[src/rtl/supv_pkg.sv]
package supv_pkg;

   typedef enum logic [1:0] {
      EDGE_RISE = 2'd0,
      EDGE_FALL = 2'd1,
      EDGE_ANY  = 2'd2
   } edge_kind_e;

   // Cycles in (num/den) seconds at hz.
   function automatic longint unsigned scale_cycles(input longint unsigned hz,
                                                    input longint unsigned num,
                                                    input longint unsigned den);
      return (hz * num) / den;
   endfunction

endpackage

[src/rtl/supv_sync.sv]
module supv_sync #(
   parameter int   STAGES = 2,
   parameter logic INIT   = 1'b0
) (
   input  logic clk,
   input  logic rst_n,
   input  logic din,
   output logic dout
);
   if (STAGES < 2) begin : g_bad_stages
      $error("supv_sync: STAGES must be at least 2");
   end

   logic [STAGES-1:0] chain_q;

   always_ff @(posedge clk or negedge rst_n) begin
      if (!rst_n) chain_q <= {STAGES{INIT}};
      else        chain_q <= {chain_q[STAGES-2:0], din};
   end

   assign dout = chain_q[STAGES-1];
endmodule

[src/rtl/supv_edge.sv]
module supv_edge #(
   parameter int                   STAGES = 2,
   parameter supv_pkg::edge_kind_e KIND   = supv_pkg::EDGE_ANY,
   parameter logic                 INIT   = 1'b0
) (
   input  logic clk,
   input  logic rst_n,
   input  logic din,
   input  logic mask,
   output logic pulse
);
   logic level;
   logic prev_q;
   logic raw;

   supv_sync #(.STAGES(STAGES), .INIT(INIT)) u_sync (
      .clk  (clk),
      .rst_n(rst_n),
      .din  (din),
      .dout (level)
   );

   always_ff @(posedge clk or negedge rst_n) begin
      if (!rst_n) prev_q <= INIT;
      else        prev_q <= level;
   end

   if (KIND == supv_pkg::EDGE_RISE) begin : g_rise
      assign raw = level & ~prev_q;
   end else if (KIND == supv_pkg::EDGE_FALL) begin : g_fall
      assign raw = ~level & prev_q;
   end else begin : g_any
      assign raw = level ^ prev_q;
   end

   assign pulse = raw & ~mask;
endmodule

[src/rtl/supv_wdog.sv]
module supv_wdog #(
   parameter int unsigned WINDOW = 16
) (
   input  logic clk,
   input  logic rst_n,
   input  logic hold_clear,
   input  logic kick,
   output logic expire
);
   if (WINDOW < 2) begin : g_bad_window
      $error("supv_wdog: WINDOW must be at least 2");
   end

   localparam int CW = $clog2(WINDOW);
   localparam logic [CW-1:0] LAST = CW'(WINDOW - 1);

   logic [CW-1:0] cnt_q;

   assign expire = !hold_clear && !kick && (cnt_q == LAST);

   always_ff @(posedge clk or negedge rst_n) begin
      if (!rst_n)                          cnt_q <= '0;
      else if (hold_clear || kick || expire) cnt_q <= '0;
      else                                 cnt_q <= cnt_q + 1'b1;
   end
endmodule

[src/rtl/supv_stretch.sv]
module supv_stretch #(
   parameter int unsigned LENGTH = 8
) (
   input  logic clk,
   input  logic rst_n,
   input  logic hold,
   input  logic trig,
   output logic active
);
   if (LENGTH < 2) begin : g_bad_length
      $error("supv_stretch: LENGTH must be at least 2");
   end

   localparam int CW = $clog2(LENGTH + 1);
   localparam logic [CW-1:0] FULL = CW'(LENGTH);

   logic [CW-1:0] cnt_q;
   logic [CW-1:0] cnt_d;

   always_comb begin
      if (hold || trig)     cnt_d = FULL;
      else if (cnt_q != '0) cnt_d = cnt_q - 1'b1;
      else                  cnt_d = '0;
   end

   always_ff @(posedge clk or negedge rst_n) begin
      if (!rst_n) begin
         cnt_q  <= FULL;
         active <= 1'b1;
      end else begin
         cnt_q  <= cnt_d;
         active <= (cnt_d != '0);
      end
   end
endmodule

[src/rtl/rst_supervisor.sv]
module rst_supervisor #(
   parameter int unsigned CLK_HZ          = 200_000_000,
   parameter int unsigned WDOG_TENTHS_S   = 16,
   parameter int unsigned STRETCH_MS      = 200,
   parameter int unsigned WDOG_CYC_OVR    = 0,
   parameter int unsigned STRETCH_CYC_OVR = 0,
   parameter int          SYNC_STAGES     = 2
) (
   input  logic clk,
   input  logic rst_n,
   input  logic supply_good,
   input  logic wd_activity,
   input  logic rst_lo_pin_sense,
   input  logic rst_hi_pin_sense,
   output logic rst_lo_drive_en,
   output logic rst_hi_drive_en
);
   localparam int unsigned WDOG_CYC = (WDOG_CYC_OVR != 0) ? WDOG_CYC_OVR :
      32'(supv_pkg::scale_cycles(64'(CLK_HZ), 64'(WDOG_TENTHS_S), 64'd10));
   localparam int unsigned STRETCH_CYC = (STRETCH_CYC_OVR != 0) ? STRETCH_CYC_OVR :
      32'(supv_pkg::scale_cycles(64'(CLK_HZ), 64'(STRETCH_MS), 64'd1000));
   // Own-drive mask covers the synchronizer plus the edge register.
   localparam int MASK_LEN = SYNC_STAGES + 1;

   if (SYNC_STAGES < 2) begin : g_bad_sync
      $error("rst_supervisor: SYNC_STAGES must be at least 2");
   end
   if (STRETCH_CYC < 2 || WDOG_CYC < 2) begin : g_bad_timing
      $error("rst_supervisor: timing counts must be at least 2");
   end

   logic supply_s;
   logic kick;
   logic lo_edge;
   logic hi_edge;
   logic wd_expire;
   logic active;
   logic own_mask;
   logic [MASK_LEN-1:0] drive_hist_q;

   supv_sync #(.STAGES(SYNC_STAGES), .INIT(1'b0)) u_supply_sync (
      .clk  (clk),
      .rst_n(rst_n),
      .din  (supply_good),
      .dout (supply_s)
   );

   supv_edge #(.STAGES(SYNC_STAGES), .KIND(supv_pkg::EDGE_ANY), .INIT(1'b0)) u_act_edge (
      .clk  (clk),
      .rst_n(rst_n),
      .din  (wd_activity),
      .mask (1'b0),
      .pulse(kick)
   );

   supv_edge #(.STAGES(SYNC_STAGES), .KIND(supv_pkg::EDGE_RISE), .INIT(1'b1)) u_lo_edge (
      .clk  (clk),
      .rst_n(rst_n),
      .din  (rst_lo_pin_sense),
      .mask (own_mask),
      .pulse(lo_edge)
   );

   supv_edge #(.STAGES(SYNC_STAGES), .KIND(supv_pkg::EDGE_FALL), .INIT(1'b0)) u_hi_edge (
      .clk  (clk),
      .rst_n(rst_n),
      .din  (rst_hi_pin_sense),
      .mask (own_mask),
      .pulse(hi_edge)
   );

   always_ff @(posedge clk or negedge rst_n) begin
      if (!rst_n) drive_hist_q <= '1;
      else        drive_hist_q <= {drive_hist_q[MASK_LEN-2:0], active};
   end

   assign own_mask = active | (|drive_hist_q);

   supv_wdog #(.WINDOW(WDOG_CYC)) u_wdog (
      .clk       (clk),
      .rst_n     (rst_n),
      .hold_clear(active),
      .kick      (kick),
      .expire    (wd_expire)
   );

   supv_stretch #(.LENGTH(STRETCH_CYC)) u_stretch (
      .clk   (clk),
      .rst_n (rst_n),
      .hold  (!supply_s),
      .trig  (wd_expire | lo_edge | hi_edge),
      .active(active)
   );

   assign rst_lo_drive_en = active;
   assign rst_hi_drive_en = active;
endmodule

[config.mk]
export PLATFORM = sky130hd
export DESIGN_NAME = rst_supervisor
export DESIGN_NICKNAME = d
export VERILOG_FILES = /design/src/rtl/supv_pkg.sv /design/src/rtl/supv_sync.sv /design/src/rtl/supv_edge.sv /design/src/rtl/supv_wdog.sv /design/src/rtl/supv_stretch.sv /design/src/rtl/rst_supervisor.sv
export SDC_FILE = /design/constraint.sdc
export NUM_CORES = 1
export LEC_CHECK = 0
export ABC_CLOCK_PERIOD_IN_PS = 2800
export BUFFER_PORTS_ARGS = -buffer_cell sky130_fd_sc_hd__buf_2
export CAP_MARGIN = 20
export CELL_PAD_IN_SITES_DETAIL_PLACEMENT = 0
export CELL_PAD_IN_SITES_GLOBAL_PLACEMENT = 1
export CORE_ASPECT_RATIO = 1.25
export CORE_MARGIN = 2
export CORE_UTILIZATION = 49
export DETAILED_ROUTE_END_ITERATION = 7
export PLACE_DENSITY_LB_ADDON = 0.1
export SLEW_MARGIN = 0
export SYNTH_ARGS = -nofsm -noshare
export SYNTH_HDL_FRONTEND = slang
export SYNTH_SLANG_ARGS = --single-unit
export TNS_END_PERCENT = 10
[constraint.sdc]
create_clock -name clk -period 2.8 [get_ports clk]
set_input_delay 0.28 -clock clk [delete_from_list [all_inputs] [get_ports clk]]
set_output_delay 0.28 -clock clk [all_outputs]
set_load 0.01 [all_outputs]
==> Word level (Yosys, flattened, before mapping) <==
Index checks and enable logic that the tools add are counted.
{ "op_classes": {"addsub": 2, "eq_ne": 1, "muxes": 3, "bitwise_logic": 11, "n_reduce_logical": 11} }
{ "op_table": {"columns": ["operator", "count"], "rows": [
  ["$mux W26", 2],
  ["$reduce_bool A26 Y1", 2],
  ["$add A29 B1 Y29 const B", 1],
  ["$eq A29 B29 Y1 const B", 1],
  ["$mux W29", 1],
  ["$sub A26 B1 Y26 const B", 1],
  ["$and A1 B1 Y1", 4],
  ["$logic_not A1 Y1", 3],
  ["$logic_or A1 B1 Y1", 3],
  ["$not A1 Y1", 3],
  ["$or A1 B1 Y1", 3],
  ["$reduce_or A3 Y1", 1],
  ["$logic_and A1 B1 Y1", 2],
  ["$xor A1 B1 Y1", 1]
]} }
{ "word_totals": {"register_bits": 70, "input_bits": 6, "output_inout_bits": 2, "elab_cells": 39} }

==> Longest topological paths before layout <==
{ "depth": {"word_depth": 9, "mapped_depth": 9} }

==> Modules after synthesis <==
A second synthesis with hierarchy kept.
{ "unflattened": {"hier_cells": 375, "area_unflattened_um2": 3682.3} }
{ "modules_own_cells": {"columns": ["mod", "instances", "cells_each", "area_per_inst_um2", "seq_area_each_um2"], "rows": [
  ["supv_wdog", 1, 177, 1662.8, 725.7],
  ["supv_stretch", 1, 175, 1595.3, 686.9],
  ["supv_sync (u_act_edge.u_sync ...)", 3, 2, 50.0, 50.0],
  ["rst_supervisor", 1, 8, 107.6, 78.8],
  ["supv_sync (u_lo_edge.u_sync)", 1, 2, 52.6, 52.6],
  ["supv_edge (u_lo_edge)", 1, 2, 38.8, 26.3],
  ["supv_edge (u_act_edge)", 1, 3, 37.5, 25.0],
  ["supv_edge (u_hi_edge)", 1, 2, 37.5, 25.0]
]} }

==> Least setup slack after synthesis <==
No wires, ideal clock.
{ "synth_path": {"path_kind": "register to register", "start": "register u_stretch.cnt_q[2]", "end": "register u_stretch.active", "setup_time_ps": 95, "t_arrival_ps": 2088, "t_required_ps": 2705, "path_slack_ps": 616, "stages_incl_launch_ff": 8, "synth_period_minus_slack_ps": 2184, "cell_sequence": "dfrtp_1 -> or4_1 -> buf_2 -> or4_1 -> a21boi_1 -> o221ai_1 -> nor4_1 -> o2111ai_1"} }
{ "synth_between": {"elab_chain_cells": 4, "word_cells_on_any_way": 5, "classes_between": "1 x add/sub; 2 x mux; 2 x reduce/logical"} }
{ "synth_lines": {"columns": ["item", "line", "rtl"], "rows": [
  ["start: declaration", "supv_stretch.sv:17", "logic [CW-1:0] cnt_q;"],
  ["start signal: assignment", "supv_stretch.sv:31", "cnt_q <= cnt_d;"],
  ["$sub A26 B1 Y26 or $reduce_bool A26 Y1 (tied branches)", "supv_stretch.sv:22", "else if (cnt_q != '0) cnt_d = cnt_q - 1'b1;"],
  ["$mux W26 *", "supv_stretch.sv:22", null],
  ["$mux W26 *", "supv_stretch.sv:21", "if (hold || trig) cnt_d = FULL;"],
  ["$reduce_bool A26 Y1 *", "supv_stretch.sv:32", "active <= (cnt_d != '0);"],
  ["end signal: assignment", "supv_stretch.sv:32", null],
  ["end: declaration", "supv_stretch.sv:8", "output logic active"]
]} }
Every way passes the cells marked *; elsewhere a longest branch is shown, timed or not.

==> Worst setup path after layout <==
Same ends and word-level chain as after synthesis.

==> impl_metrics.ini <==
[run_status]
status = finished clean

[sta]
worstMarginPinSlew_ns = 0.649
finalSetupViolations = 0
post-route-period-util_pct = 85.2
drv_slew = 0
relSlewSlack_pct = 56.8
fin_ws_ns = 0.414
fin_skew_ns = 0.00790
fin_hold_ws_ns = 0.0390
layout_min_cycle_time_ns = 2.39
rsz0062_at_grt = no
fin_tns_setup_ns = 0
fmax_mhz = 419
hold_viol_final = 0

[setup_path]
worstPathRequired_ns = 3.05
cp-end-kind = flop
worstPathMaxFanout = 7
arrival_ns = 2.64
r2r_cells = 6
startpoint_type = flop
critical_path_class = flop to flop

[grt]
grt_use_total_pct = 19.9
grt_pass1_vias = 2599
grt_max_degree = 30
grt-ovfl-total = 0
antenna_found_initial = 0
grt_pass1_wl_um = 11900

[logic_synthesis]
synth.top_cells.by_count = nor2_1, dfrtp_1, nand2_1
synth_cell_types = 51
async_reset_ff_share_pct = 100
yosysMostFrequentCell = nor2_1
yosysWarnings = 0
avgSynthCellArea_um2 = 9.98
ys.flop_type = dfrtp_1
yosys-top-cells-area = dfrtp_1, dfstp_2, nor2_1
yosys.area.top_type = dfrtp_1
synth_edf_count = 0
synth-seq-cells = 70
synth_cells = 341
ys_seq_area_share_pct = 52.0
syn-cell-area_mm2 = 0.00340
synth_fp_nets = 349
synth.top_cell.area_share_pct = 40.4

[place]
portBuffers = 7
gp_congestion = 0.834
place_area_mm2 = 0.00353
pre_cts_slack_ns = 0.418
dp_hpwl_um = 4780

[clock_network]
cts_max_level = 3
hold_buffers = 1
clk_path_buf_depth = 2
clk_pin_slew_worst_paths_ns = 0.07
clk_latency_ns = 0.34
clkSinkCount = 70
cts_tree = done
clock_tree.root_cell = clkbuf_8
cts_setup_buffers = 0
cts_resized = 0
cts_buffers = 9

[floorplanning]
rows = 33
die_w_um = 78.6
coreArea_mm2 = 0.00665
dieHeight_um = 97.2
design.die.area_mm2 = 0.00764
ios = 8
start_util_pct = 51.2

[hold_path]
holdPathStages = 1
hp-class = primary input to flop

[power_and_ir_drop]
switching_share_pct = 26.8
power.density_mw_per_mm2 = 602
seqPwrFrac_pct = 49.6
power.internal_uw = 1650
p_comb_share_pct = 11.2
p_leak_uw = 0.00145
pwr-share-clk_pct = 39.2
peakVddDrop_v = 0.000281
p_switching_uw = 605
fin_total_pwr_uw = 2260

[final_layout]
fin_nets = 363
area_growth_pct = 10.2
drive_gt1_share_pct = 15.3
finalInstanceArea_mm2 = 0.00375
diodes = 0

[route]
wl_per_cell_um = 15.1
antenna_left = 0
vias_per_cell = 5.54
dr.pass1.iters = 4
vias = 2470
drt_wl_total_um = 6730
drt_iter0_drc = 111
drc_errors = 0

[flow_run]
cap_violations = 0
worst paths after layout:
| path | slack (ns) | from | to |
|---|---|---|---|
| max reg2reg | 0.41 | u_stretch.cnt_q[2] | u_stretch.active |
| min reg2reg | 0.35 | u_supply_sync.chain_q[0] | u_supply_sync.chain_q[1] |
| min in group asynchronous | 0.49 | rst_n | u_wdog.cnt_q[27] |
| max in group asynchronous | 1.51 | rst_n | u_lo_edge.u_sync.chain_q[1] |
| max | 0.41 | u_stretch.cnt_q[2] | u_stretch.active |
| min | 0.04 | rst_lo_pin_sense | u_lo_edge.u_sync.chain_q[0] |
sequential cells by signal (all words and copies together) (netlist names):
signal                     count
u_act_edge.u_sync.chain_q      2
u_lo_edge.prev_q               1
drive_hist_q                   3
u_lo_edge.u_sync.chain_q       2
u_hi_edge.u_sync.chain_q       2
u_stretch.cnt_q               26
u_supply_sync.chain_q          2
u_hi_edge.prev_q               1
u_stretch.active               1
u_act_edge.prev_q              1
u_wdog.cnt_q                  29
cell usage in the layout (no fill, tap or decap), types with 9 or more instances in the layout:
cell type   n
dfrtp_1    55
inv_1      10
nand2_1    22
nor3_1     11
nand3_1    17
dfstp_2    15
xnor2_1    19
nand4_1     9
xor2_1     20
nor2_1     61
clkbuf_8    9
nor4_1     11
o21ai_0    11
through the flow:
stage	util [%]	cells
3_5_place_dp	53.1	430
5_1_grt	56.4	446
4_1_cts	56.4	446
2_1_floorplan	-	341
3_3_place_gp	53.1	430
6_report	56.4	446
critical path: stages (launching register included):
cell       delay (ns)
dfrtp_1          0.46
or4_1            0.68
or4_1            0.44
a21boi_1         0.15
o221ai_1         0.11
nor4_1           0.31
o2111ai_1        0.14
power groups by stage:
| stage | Sequential (uW) | Combinational [uW] | Clock (uW) |
|---|---|---|---|
| 4_1_cts | 1120 | 256 | 913 |
| 6_report | 1120 | 252 | 886 |
| 2_1_floorplan | 1110 | 208 | 0 |
| 3_3_place_gp | 1140 | 253 | 0 |
| 5_1_grt | 1130 | 288 | 953 |
| 3_5_place_dp | 1140 | 255 | 0 |
kinds of logic (layout without fill, tap and decap cells):
| group | after synthesis | count (layout) | synth area share, % |
|---|---|---|---|
| xor+xnor | 39 | 39 | 10.0 |
| mux | 1 | 1 | 0.294 |
| flops | 70 | 70 | 52.0 |
| simple gates | 168 | 168 | 25.7 |
| compound gates | 39 | 39 | 8.12 |
| fa+ha+maj | 2 | 2 | 0.735 |
| buf+inv | 22 | 40 | 3.16 |
layout make-up:
cell class              count  area (um2)
flip-flops and latches     70        1770
repair buffers             15        97.6
clock buffers               9         124
fillers                   588        2900
clock inverters             6        86.3
multi-input cells         249        1530
well taps                  87         109
inverters                  10        37.5
layer usage:
metal / track usage, % / wire length (um)
met4: 8.91 / 119
met1: 22.5 / 2890
met3: 5.30 / 195
met5: 0 / 0
met2: 34.5 / 3530
(Power assumes the default switching activity.)
